**src/rtl/tlbc_pkg.sv**
```systemverilog
// Shared widths, encodings and entry layout for the translation cache.
// Assumes 4 KB base pages; larger pages are expressed by a size code.
package tlbc_pkg;
    parameter int VA_W   = 48;
    parameter int PA_W   = 48;
    parameter int PG_SH  = 12;
    parameter int ASID_W = 16;
    parameter int VMID_W = 8;
    localparam int VPN_W = VA_W - PG_SH;
    localparam int PPN_W = PA_W - PG_SH;

    typedef enum logic [1:0] {PG_4K = 2'd0, PG_64K = 2'd1, PG_2M = 2'd2, PG_1G = 2'd3} pg_size_e;

    typedef enum logic [2:0] {
        INV_ALL = 3'd0, INV_ASID = 3'd1, INV_VA_ASID = 3'd2,
        INV_VA_ANY = 3'd3, INV_VMID = 3'd4
    } inv_op_e;

    typedef struct packed {
        logic [VPN_W-1:0]  vpn;
        logic [PPN_W-1:0]  ppn;
        pg_size_e          size;
        logic              ng;
        logic [ASID_W-1:0] asid;
        logic [VMID_W-1:0] vmid;
        logic              sec;
        logic [2:0]        attr;
        logic [1:0]        perm;
        logic [1:0]        xn;
    } tlb_ent_t;

    // Number of low page-number bits that a page size leaves untranslated.
    function automatic int unsigned size_shift(pg_size_e s);
        case (s)
            PG_64K:  return 4;
            PG_2M:   return 9;
            PG_1G:   return 18;
            default: return 0;
        endcase
    endfunction
endpackage

```
**src/rtl/tlbc_match.sv**
```systemverilog
// Compare logic for one slot: lookup match, translated page and invalidate kill.
// Assumes the caller gates results with the slot's valid bit.
module tlbc_match
    import tlbc_pkg::*;
(
    input  tlb_ent_t                ent,
    input  logic [VPN_W-1:0]        lk_vpn,
    input  logic [ASID_W-1:0]       cur_asid,
    input  logic [VMID_W-1:0]       cur_vmid,
    input  logic                    cur_secure,
    input  logic                    cfg_asid16,
    input  logic                    inv_en,
    input  logic [2:0]              inv_op,
    input  logic                    inv_last,
    input  logic [VPN_W-1:0]        inv_vpn,
    input  logic [ASID_W-1:0]       inv_asid,
    output logic                    hit_raw,
    output logic                    kill,
    output logic [PPN_W-1:0]        pa_ppn
);
    logic [VPN_W-1:0] vmask;
    logic [PPN_W-1:0] pmask;
    logic             ctx_eq, vm_eq, cur_id_eq, inv_id_eq, inv_va_eq, last_ok;

    // Identifier compare honouring the configured width.
    function automatic logic id_eq(input logic [ASID_W-1:0] a, input logic [ASID_W-1:0] b, input logic wide);
        return wide ? (a == b) : (a[7:0] == b[7:0]);
    endfunction

    // Masks and tag comparisons shared by lookup and invalidate.
    always_comb begin
        vmask     = {VPN_W{1'b1}} << size_shift(ent.size);
        pmask     = {PPN_W{1'b1}} << size_shift(ent.size);
        vm_eq     = (ent.vmid == cur_vmid);
        ctx_eq    = vm_eq && (ent.sec == cur_secure);
        cur_id_eq = id_eq(ent.asid, cur_asid, cfg_asid16);
        inv_id_eq = id_eq(ent.asid, inv_asid, cfg_asid16);
        inv_va_eq = (((inv_vpn ^ ent.vpn) & vmask) == '0);
        last_ok   = !inv_last || (ent.size == PG_4K) || (ent.size == PG_64K);
    end

    // Lookup match and page merge.
    always_comb begin
        hit_raw = ctx_eq && (((lk_vpn ^ ent.vpn) & vmask) == '0) && (!ent.ng || cur_id_eq);
        pa_ppn  = (ent.ppn & pmask) | (PPN_W'(lk_vpn) & ~pmask);
    end

    // Invalidate scope decode.
    always_comb begin
        case (inv_op_e'(inv_op))
            INV_ALL:     kill = 1'b1;
            INV_ASID:    kill = ctx_eq && ent.ng && inv_id_eq;
            INV_VA_ASID: kill = ctx_eq && inv_va_eq && last_ok && (!ent.ng || inv_id_eq);
            INV_VA_ANY:  kill = ctx_eq && inv_va_eq && last_ok;
            INV_VMID:    kill = vm_eq;
            default:     kill = 1'b0;
        endcase
        kill = kill && inv_en;
    end
endmodule

```
**src/rtl/tlbc_victim.sv**
```systemverilog
// Fill slot selection: lowest empty slot first, else a rotating pointer.
// Assumes N >= 2; the pointer advances only when a full cache is filled.
module tlbc_victim #(
    parameter int N = 16,
    localparam int IDX_W = $clog2(N)
) (
    input  logic             clk,
    input  logic             rst_n,
    input  logic [N-1:0]     valid,
    input  logic             fill_we,
    output logic [IDX_W-1:0] victim
);
    localparam logic [IDX_W-1:0] LAST = IDX_W'(N - 1);
    logic [IDX_W-1:0] rr_q;
    logic             any_free;

    // Priority pick of the lowest empty slot.
    always_comb begin
        victim   = rr_q;
        any_free = 1'b0;
        for (int i = N - 1; i >= 0; i--) begin
            if (!valid[i]) begin
                victim   = IDX_W'(i);
                any_free = 1'b1;
            end
        end
    end

    // Rotating pointer update on replacement of a full cache.
    always_ff @(posedge clk) begin
        if (!rst_n)
            rr_q <= '0;
        else if (fill_we && !any_free)
            rr_q <= (rr_q == LAST) ? '0 : rr_q + 1'b1;
    end

    // an empty slot is always preferred.
    p_prefer_empty_r11: assert property (@(posedge clk) disable iff (!rst_n)
        !(&valid) |-> !valid[victim]);
    // a full-cache fill moves the pointer by one.
    p_rr_step_r11: assert property (@(posedge clk) disable iff (!rst_n)
        (fill_we && (&valid)) |=> (rr_q == (($past(rr_q) == LAST) ? '0 : $past(rr_q) + 1'b1)));
endmodule

```
**src/rtl/tlbc_top.sv**
```systemverilog
// Fully associative translation cache with context tags and scoped invalidates.
// Lookups are combinational; fills and invalidates update state at the clock edge.
// Assumes the walker never returns a translation that is already resident.
module tlbc_top
    import tlbc_pkg::*;
#(
    parameter int N = 16,
    localparam int IDX_W = $clog2(N)
) (
    input  logic              clk,
    input  logic              rst_n,
    input  logic              cfg_asid16,
    input  logic [ASID_W-1:0] cur_asid,
    input  logic [VMID_W-1:0] cur_vmid,
    input  logic              cur_secure,
    input  logic              lk_valid,
    input  logic [VA_W-1:0]   lk_va,
    output logic              lk_hit,
    output logic [PA_W-1:0]   lk_pa,
    output logic [2:0]        lk_attr,
    output logic [1:0]        lk_perm,
    output logic [1:0]        lk_xn,
    output logic              walk_req,
    input  logic              fill_valid,
    input  logic              fill_fault,
    input  logic [VPN_W-1:0]  fill_vpn,
    input  logic [PPN_W-1:0]  fill_ppn,
    input  logic [1:0]        fill_size,
    input  logic              fill_ng,
    input  logic [2:0]        fill_attr,
    input  logic [1:0]        fill_perm,
    input  logic [1:0]        fill_xn,
    input  logic              inv_valid,
    input  logic [2:0]        inv_op,
    input  logic              inv_last,
    input  logic [VPN_W-1:0]  inv_vpn,
    input  logic [ASID_W-1:0] inv_asid
);
    tlb_ent_t          ents [N];
    logic [N-1:0]      valid_q, hit_raw, kill, hit_vec;
    logic [PPN_W-1:0]  ppn_v [N];
    logic [IDX_W-1:0]  victim;
    logic              fill_we;
    tlb_ent_t          new_ent;

    assign fill_we = fill_valid && !fill_fault;

    // Assemble the entry written by a fill.
    always_comb begin
        new_ent      = '0;
        new_ent.vpn  = fill_vpn;
        new_ent.ppn  = fill_ppn;
        new_ent.size = pg_size_e'(fill_size);
        new_ent.ng   = fill_ng;
        new_ent.asid = cur_asid;
        new_ent.vmid = cur_vmid;
        new_ent.sec  = cur_secure;
        new_ent.attr = fill_attr;
        new_ent.perm = fill_perm;
        new_ent.xn   = fill_xn;
    end

    for (genvar g = 0; g < N; g++) begin : g_slot
        tlbc_match i_match (
            .ent(ents[g]), .lk_vpn(lk_va[VA_W-1:PG_SH]), .cur_asid(cur_asid),
            .cur_vmid(cur_vmid), .cur_secure(cur_secure), .cfg_asid16(cfg_asid16),
            .inv_en(inv_valid), .inv_op(inv_op), .inv_last(inv_last),
            .inv_vpn(inv_vpn), .inv_asid(inv_asid),
            .hit_raw(hit_raw[g]), .kill(kill[g]), .pa_ppn(ppn_v[g])
        );

        // a killed slot is empty one cycle later unless refilled.
        p_kill_clears_r10: assert property (@(posedge clk) disable iff (!rst_n)
            (kill[g] && !(fill_we && victim == IDX_W'(g))) |=> !valid_q[g]);
    end

    tlbc_victim #(.N(N)) i_victim (
        .clk(clk), .rst_n(rst_n), .valid(valid_q), .fill_we(fill_we), .victim(victim)
    );

    // Live hits exclude slots being invalidated this cycle.
    assign hit_vec = hit_raw & valid_q & ~kill;

    // Output selection, lowest hitting slot wins.
    always_comb begin
        lk_hit  = 1'b0;
        lk_pa   = '0;
        lk_attr = '0;
        lk_perm = '0;
        lk_xn   = '0;
        for (int i = N - 1; i >= 0; i--) begin
            if (lk_valid && hit_vec[i]) begin
                lk_hit  = 1'b1;
                lk_pa   = {ppn_v[i], lk_va[PG_SH-1:0]};
                lk_attr = ents[i].attr;
                lk_perm = ents[i].perm;
                lk_xn   = ents[i].xn;
            end
        end
        walk_req = lk_valid && !lk_hit;
    end

    // Valid bits: clear on invalidate, set on an accepted fill.
    always_ff @(posedge clk) begin
        if (!rst_n) begin
            valid_q <= '0;
        end else begin
            valid_q <= valid_q & ~kill;
            if (fill_we)
                valid_q[victim] <= 1'b1;
        end
    end

    // Entry payload storage, written only by accepted fills.
    always_ff @(posedge clk) begin
        if (fill_we)
            ents[victim] <= new_ent;
    end

    // a faulted reply leaves the valid set untouched.
    p_fault_no_fill_r5: assert property (@(posedge clk) disable iff (!rst_n)
        (fill_valid && fill_fault && !inv_valid) |=> (valid_q == $past(valid_q)));
    // a full flush request never coincides with a hit.
    p_flush_no_hit_r7: assert property (@(posedge clk) disable iff (!rst_n)
        (inv_valid && inv_op == 3'd0) |-> !lk_hit);
    // a walk is requested only for a real miss.
    p_walk_on_miss_r5: assert property (@(posedge clk) disable iff (!rst_n)
        walk_req |-> (lk_valid && !lk_hit));
endmodule

```
**config.mk**
```make
export PLATFORM = sky130hd
export DESIGN_NAME = tlbc_top
export DESIGN_NICKNAME = d
export VERILOG_FILES = /design/src/rtl/tlbc_pkg.sv /design/src/rtl/tlbc_match.sv /design/src/rtl/tlbc_victim.sv /design/src/rtl/tlbc_top.sv
export SDC_FILE = /design/constraint.sdc
export NUM_CORES = 2
export LEC_CHECK = 0
export ABC_AREA = 1
export BUFFER_PORTS_ARGS = -buffer_cell sky130_fd_sc_hd__buf_2
export CAP_MARGIN = 20
export CORE_MARGIN = 8
export CORE_UTILIZATION = 56
export CTS_CLUSTER_DIAMETER = 30
export DETAILED_ROUTE_END_ITERATION = 8
export GPL_TIMING_DRIVEN = 0
export PLACE_DENSITY = 0.73
export SKIP_CTS_REPAIR_TIMING = 1
export SYNTH_ARGS = -nofsm -noshare
export SYNTH_HDL_FRONTEND = slang
export SYNTH_SLANG_ARGS = --single-unit
```
**constraint.sdc**
```tcl
create_clock -name clk -period 11.9 [get_ports clk]
set_input_delay 0.595 -clock clk [delete_from_list [all_inputs] [get_ports clk]]
set_output_delay 0.595 -clock clk [all_outputs]
set_load 0.1 [all_outputs]
```
== After elaboration in Yosys (flattened, before gate mapping) ==
Memories as Yosys holds them, arrays and structs flattened.
Index checks and enable logic that the tools add are counted.

* Add/subtract/negate cells: 1
* $lt $le $gt $ge: 2
* Equality and inequality tests: 149
* Shift operators: 16
* Muxes and demuxes: 182
* Bitwise logic cells: 133
* Reduce and logical (&&, ||, !) cells: 297

{| class="wikitable"
|+ Operators with widths
! kind !! count
|-
| bitwise AND 36 bit || 64
|-
| logical NOT 36 bit || 32
|-
| XOR 36 bit || 32
|-
| two-way mux 48 bit || 16
|-
| inverter 36 bit || 16
|-
| bitwise OR 36 bit || 16
|-
| left shift 36 x 5 -> 36 bit (first input constant) || 16
|-
| equality test 16 bit || 32
|-
| equality test 8 bit || 48
|-
| one-hot mux 5 bit (3 select lines) || 16
|-
| logical AND 1 bit || 164
|-
| one-hot mux 1 bit (5 select lines) || 16
|-
| two-way mux 4 bit || 17
|-
| two-way mux 1 bit || 67
|-
| equality test 2 bit (second input constant) || 32
|-
| logical OR 1 bit || 64
|-
| two-way mux 2 bit || 32
|-
| bitwise AND 16 bit || 3
|-
| two-way mux 3 bit || 16
|-
| equality test 2 x 1 -> 1 bit (second input constant) || 16
|-
| logical NOT 2 bit || 16
|-
| logical NOT 1 bit || 20
|-
| equality test 1 bit || 16
|-
| two-way mux 16 bit || 1
|-
| 11 further kinds || 12
|}

* Bits in registers: 20
* Memory bits (writable): 1712
* Logic and storage cells: 783
* Memories kept: 1

{| class="wikitable"
|+ Memories
! memory !! depth !! bits a word !! read ports !! clocked after Yosys merged registers in !! write ports !! RTL line !! text
|-
| ents || 16 || 107 || 16 || 0 || 1 || tlbc_top.sv:39 || <nowiki>tlb_ent_t ents [N];</nowiki>
|}

== Depth between registers and ports, before layout ==
An unclocked memory read counts as a cell.

* Word-level depth: 32
* Depth in mapped cells: 33
* Mapped depth without buffers: 31

== By module ==
From an unflattened synthesis, not the netlist that was laid out.

* Cell total of the unflattened synthesis: 9607
* Area total of the unflattened synthesis: 91422.7 um^2

{| class="wikitable"
|+ By module, submodules not included
! module !! times used !! cells an instance !! area each (um^2)
|-
| tlbc_top || 1 || 3349 || 59188.0
|-
| tlbc_match || 16 || 387 || 1991.9
|-
| tlbc_victim || 1 || 66 || 364.1
|}

== Worst setup path after synthesis ==
No wires, ideal clock.

* Path kind: register to register
* Start point: register valid_q[14]
* End point: memory ents[13][0] in the netlist's numbering, enable pin
* Setup time: 0.576 ns
* Arrival: 6.177 ns
* Slack: 5.147 ns
* Cell stages (with the launch flop): 12
* Path buffers: 1
* Clock period less this slack: 6.753 ns
* Path through: dfxtp_1 > clkbuf_1 > nand2_1 > a21oi_1 > o21ai_0 > a21boi_0 > o21ai_0 > a21oi_1 > o21ai_0 > a21boi_0 > nand2_1 > nor2_1

* Word-level cells in the longest chain between the ends: 15

{| class="wikitable"
|+ RTL lines
! what !! RTL line !! text
|-
| start, declared || tlbc_top.sv:40 || <nowiki>logic [N-1:0] valid_q, hit_raw, kill, hit_vec;</nowiki>
|-
| start signal, assigned || tlbc_top.sv:108 || <nowiki>valid_q <= valid_q & ~kill;</nowiki>
|-
| two-way mux 4 bit (15 in a row) || tlbc_victim.sv:22 || <nowiki>if (!valid[i]) begin</nowiki>
|-
| end, declared || tlbc_top.sv:39 ||
|}

No other way between the ends.

==> metrics.txt <==
status=complete, no violations; gp weighted congestion=1.04; top-count cell post-synth=nand2_1; Max Root-Sink Buffers=4; leakage power=41.8 nW; Primary FF master, synth=edfxtp_1; CP max FO=10; Max Slew Vio Count=0; clk slew on worst S/H paths=50 ps; peak supply drop=164 uV; startpoint types=flip-flop; worst min path class=primary input to flip-flop; setup repair after global routing missed its margin=false; # rows=147; Max Fclk=119 MHz; Starting Density=56.4%; P_int=14.2 mW; Synth top area share=56.9%; root buf cell=clkbuf_16; Wirelength per Cell=28.8 um; Synth Register Bits=1732; Cell Count Post-Placement=11500; slowest stage cell, crit path=nor2_1; CTS tree=built; vias in the first global route=71800; dpl hpwl=244000 um; Synthesis Warnings=0; Layout Cells excl Fill=12200; Crit path arrival time=7780 ps; die height=418 um; worst-path cell chain=nor2_1, o41ai_1, nand3_1, nor2_1, o211ai_1, o21ai_1, nand2_1, o21ai_1, a21oi_1, nand2_2, nand2_2, clkbuf_1, o21ai_0, nand2_1, nand2_1, a21oi_1, buf_2; H-Tree Depth=5; Synth Instances=9025; first-pass GRT wire length=493000 um; Sum Neg Setup Slack=0 ps; Net Sw Frac=22.8%; crit path kind=flip-flop to output pin; Slew @ Worst Pin=1320 ps; Worst-Skew Late Latency=990 ps; layout filler cell count=11900; Core Area=160000 um^2; fraction of layout cells with a size suffix above 1=14.9%; top-level port count=275; Final Hold Viols=0; Psw=4.20 mW; CTS Buf Count=399; Pwr Density=169 nW/um^2; GRT Total Usage=38.8%; syn_nets=9244; MaxCap Viol Count=0; DRT Wirelength=351000 um; Final ANT Viol Nets=0; Slew Limit Headroom=11.8%; DRC violations left=0; endpoints failing setup=0; mapped cell area=90400 um^2; crit-path most repeated cell=nand2_1; clock power share=58.3%; r2r worst-path depth=16; flop-to-flop setup slack=7260 ps; Max stage delay on crit path=850 ps; Hold Path Depth=1; register share of total power=36.7%; # clock sinks=1732; drt via density=6.14; vias=75000; Overflow after GRT=0; period utilization=70.3%; Synth area leaders=edfxtp_1 (57%), nand2_1 (9.1%), xor2_1 (5.4%); largest net degree at the start of global routing=32; post-synthesis async set-or-reset flop share=0%; Worst Path Required=11310 ps; post-route minimum period=8370 ps; Die Area=175000 um^2; Layout Skew=83.9 ps; top cell type by total area after synthesis=edfxtp_1; area grow syn2layout=20.6%; Comb power frac=5.1%; DR iter-0 viols=11800; utilization after layout=68.0%; PnR Total Power=18.4 mW; initial antenna violation count=53; port bufs=203; Post-Syn Area per Cell=10.0 um^2; Setup crit end kind=output pin; count of flip-flops with a built-in enable after synthesis=1712; Post-layout nets=9930; post-synthesis sequential area ratio=57.3%; drt pass-1 iters=7; Die Wd=418 um; post-synthesis cell type count=70; Synth top cells by count=nand2_1 (2188), edfxtp_1 (1712), inv_1 (812)
cell type report:
class	instances	area [um^2]	area share [%]
Sequential cell	1732	51800	47.5
Multi-Input combinational cell	5949	32700	30.0
Clock buffer	464	10400	9.52
Inverter	858	3230	2.97
Buffer	486	2800	2.57
Clock inverter	252	2720	2.49
Tap cell	2160	2700	2.48
Timing Repair Buffer	285	2590	2.38
Antenna cell	37	92.6	0.0849
cell families (layout without fill, tap and decap cells):
group,Yosys count,count (layout),share of synthesized area [%]
and+or+nand+nor,3782,3782,18.3
other,0,37,0
AOI/OAI and AO/OA,1066,1066,7.03
DFF,1732,1732,57.3
buffers and inverters,1344,2345,6.67
xor gates and xnor gates,1100,1100,10.7
adders and majority gates,1,1,0.0138
worst max-delay path, delay by kind of cell, from the launching register on:
| family | cells | cell delay, ps |
|---|---|---|
| compound gates | 7 | 2600 |
| flops | 1 | 690 |
| simple gates | 8 | 2260 |
| buf+inv | 2 | 1250 |
layout by cell type, fill, tap and decap left out, drive strengths merged, types with 4 or more instances in the layout:
| cell type | instances |
|---|---|
| clkinvlp | 38 |
| o221ai | 12 |
| buf | 625 |
| a21oi | 205 |
| xor2 | 553 |
| a211oi | 16 |
| o41ai | 25 |
| a21boi | 6 |
| edfxtp | 1712 |
| nand3 | 347 |
| o21ai | 536 |
| o211ai | 19 |
| nand4 | 324 |
| o22ai | 111 |
| or2 | 137 |
| bufinv | 49 |
| dfxtp | 20 |
| nor4 | 122 |
| a2111oi | 14 |
| xnor2 | 547 |
| o2111ai | 26 |
| a22o | 8 |
| a221oi | 53 |
| o21a | 4 |
| clkinv | 149 |
| a41oi | 9 |
| nor3 | 88 |
| clkbuf | 609 |
| nand2 | 2206 |
| nand3b | 4 |
| o31ai | 10 |
| inv | 874 |
| nor2 | 542 |
| diode | 37 |
routing by layer:
layer | up-vias | GRT usage, % | share of wire, %
met3 | 1222 | 13.5 | 14
met2 | 5674 | 56.9 | 43
met5 | - | 0.273 | 0.037
met1 | 35800 | 49.7 | 36
li1 | 32300 | - | -
met4 | 10 | 23.1 | 6.8
stage by stage:
stage	setup WS [ps]	hold WS (ps)	cell area, um^2
global route	3590	34.8	109000
finish	3530	41.2	109000
global placement	73.8	485	94100
floorplan	5150	471	90400
CTS	3820	-158	109000
detailed placement	4650	504	95800
power by group through the flow:
stage	clock (mW)	sequential, mW	combinational (mW)
finish	10.7	6.76	0.936
global route	11.0	6.76	0.960
CTS	10.7	6.77	0.896
detailed placement	0	6.87	0.890
global placement	0	6.88	0.865
floorplan	0	6.88	0.476
flip-flops by register name (all words and copies together) (netlist names):
signal	cells
ents	1712
valid_q	16
i_victim.rr_q	4
path summary, 6_finish.rpt:
kind | end | startpoint
min | ents[13][1]$_DFFE_PP_ | fill_xn[1]
max reg2reg | ents[8][43]$_DFFE_PP_ | valid_q[15]$_SDFF_PN0_
min reg2reg | i_victim.rr_q[0]$_SDFFE_PN0P_ | i_victim.rr_q[0]$_SDFFE_PN0P_
max | lk_attr[2] | ents[4][34]$_DFFE_PP_
Note: power is estimated with default switching activity, not from simulation.
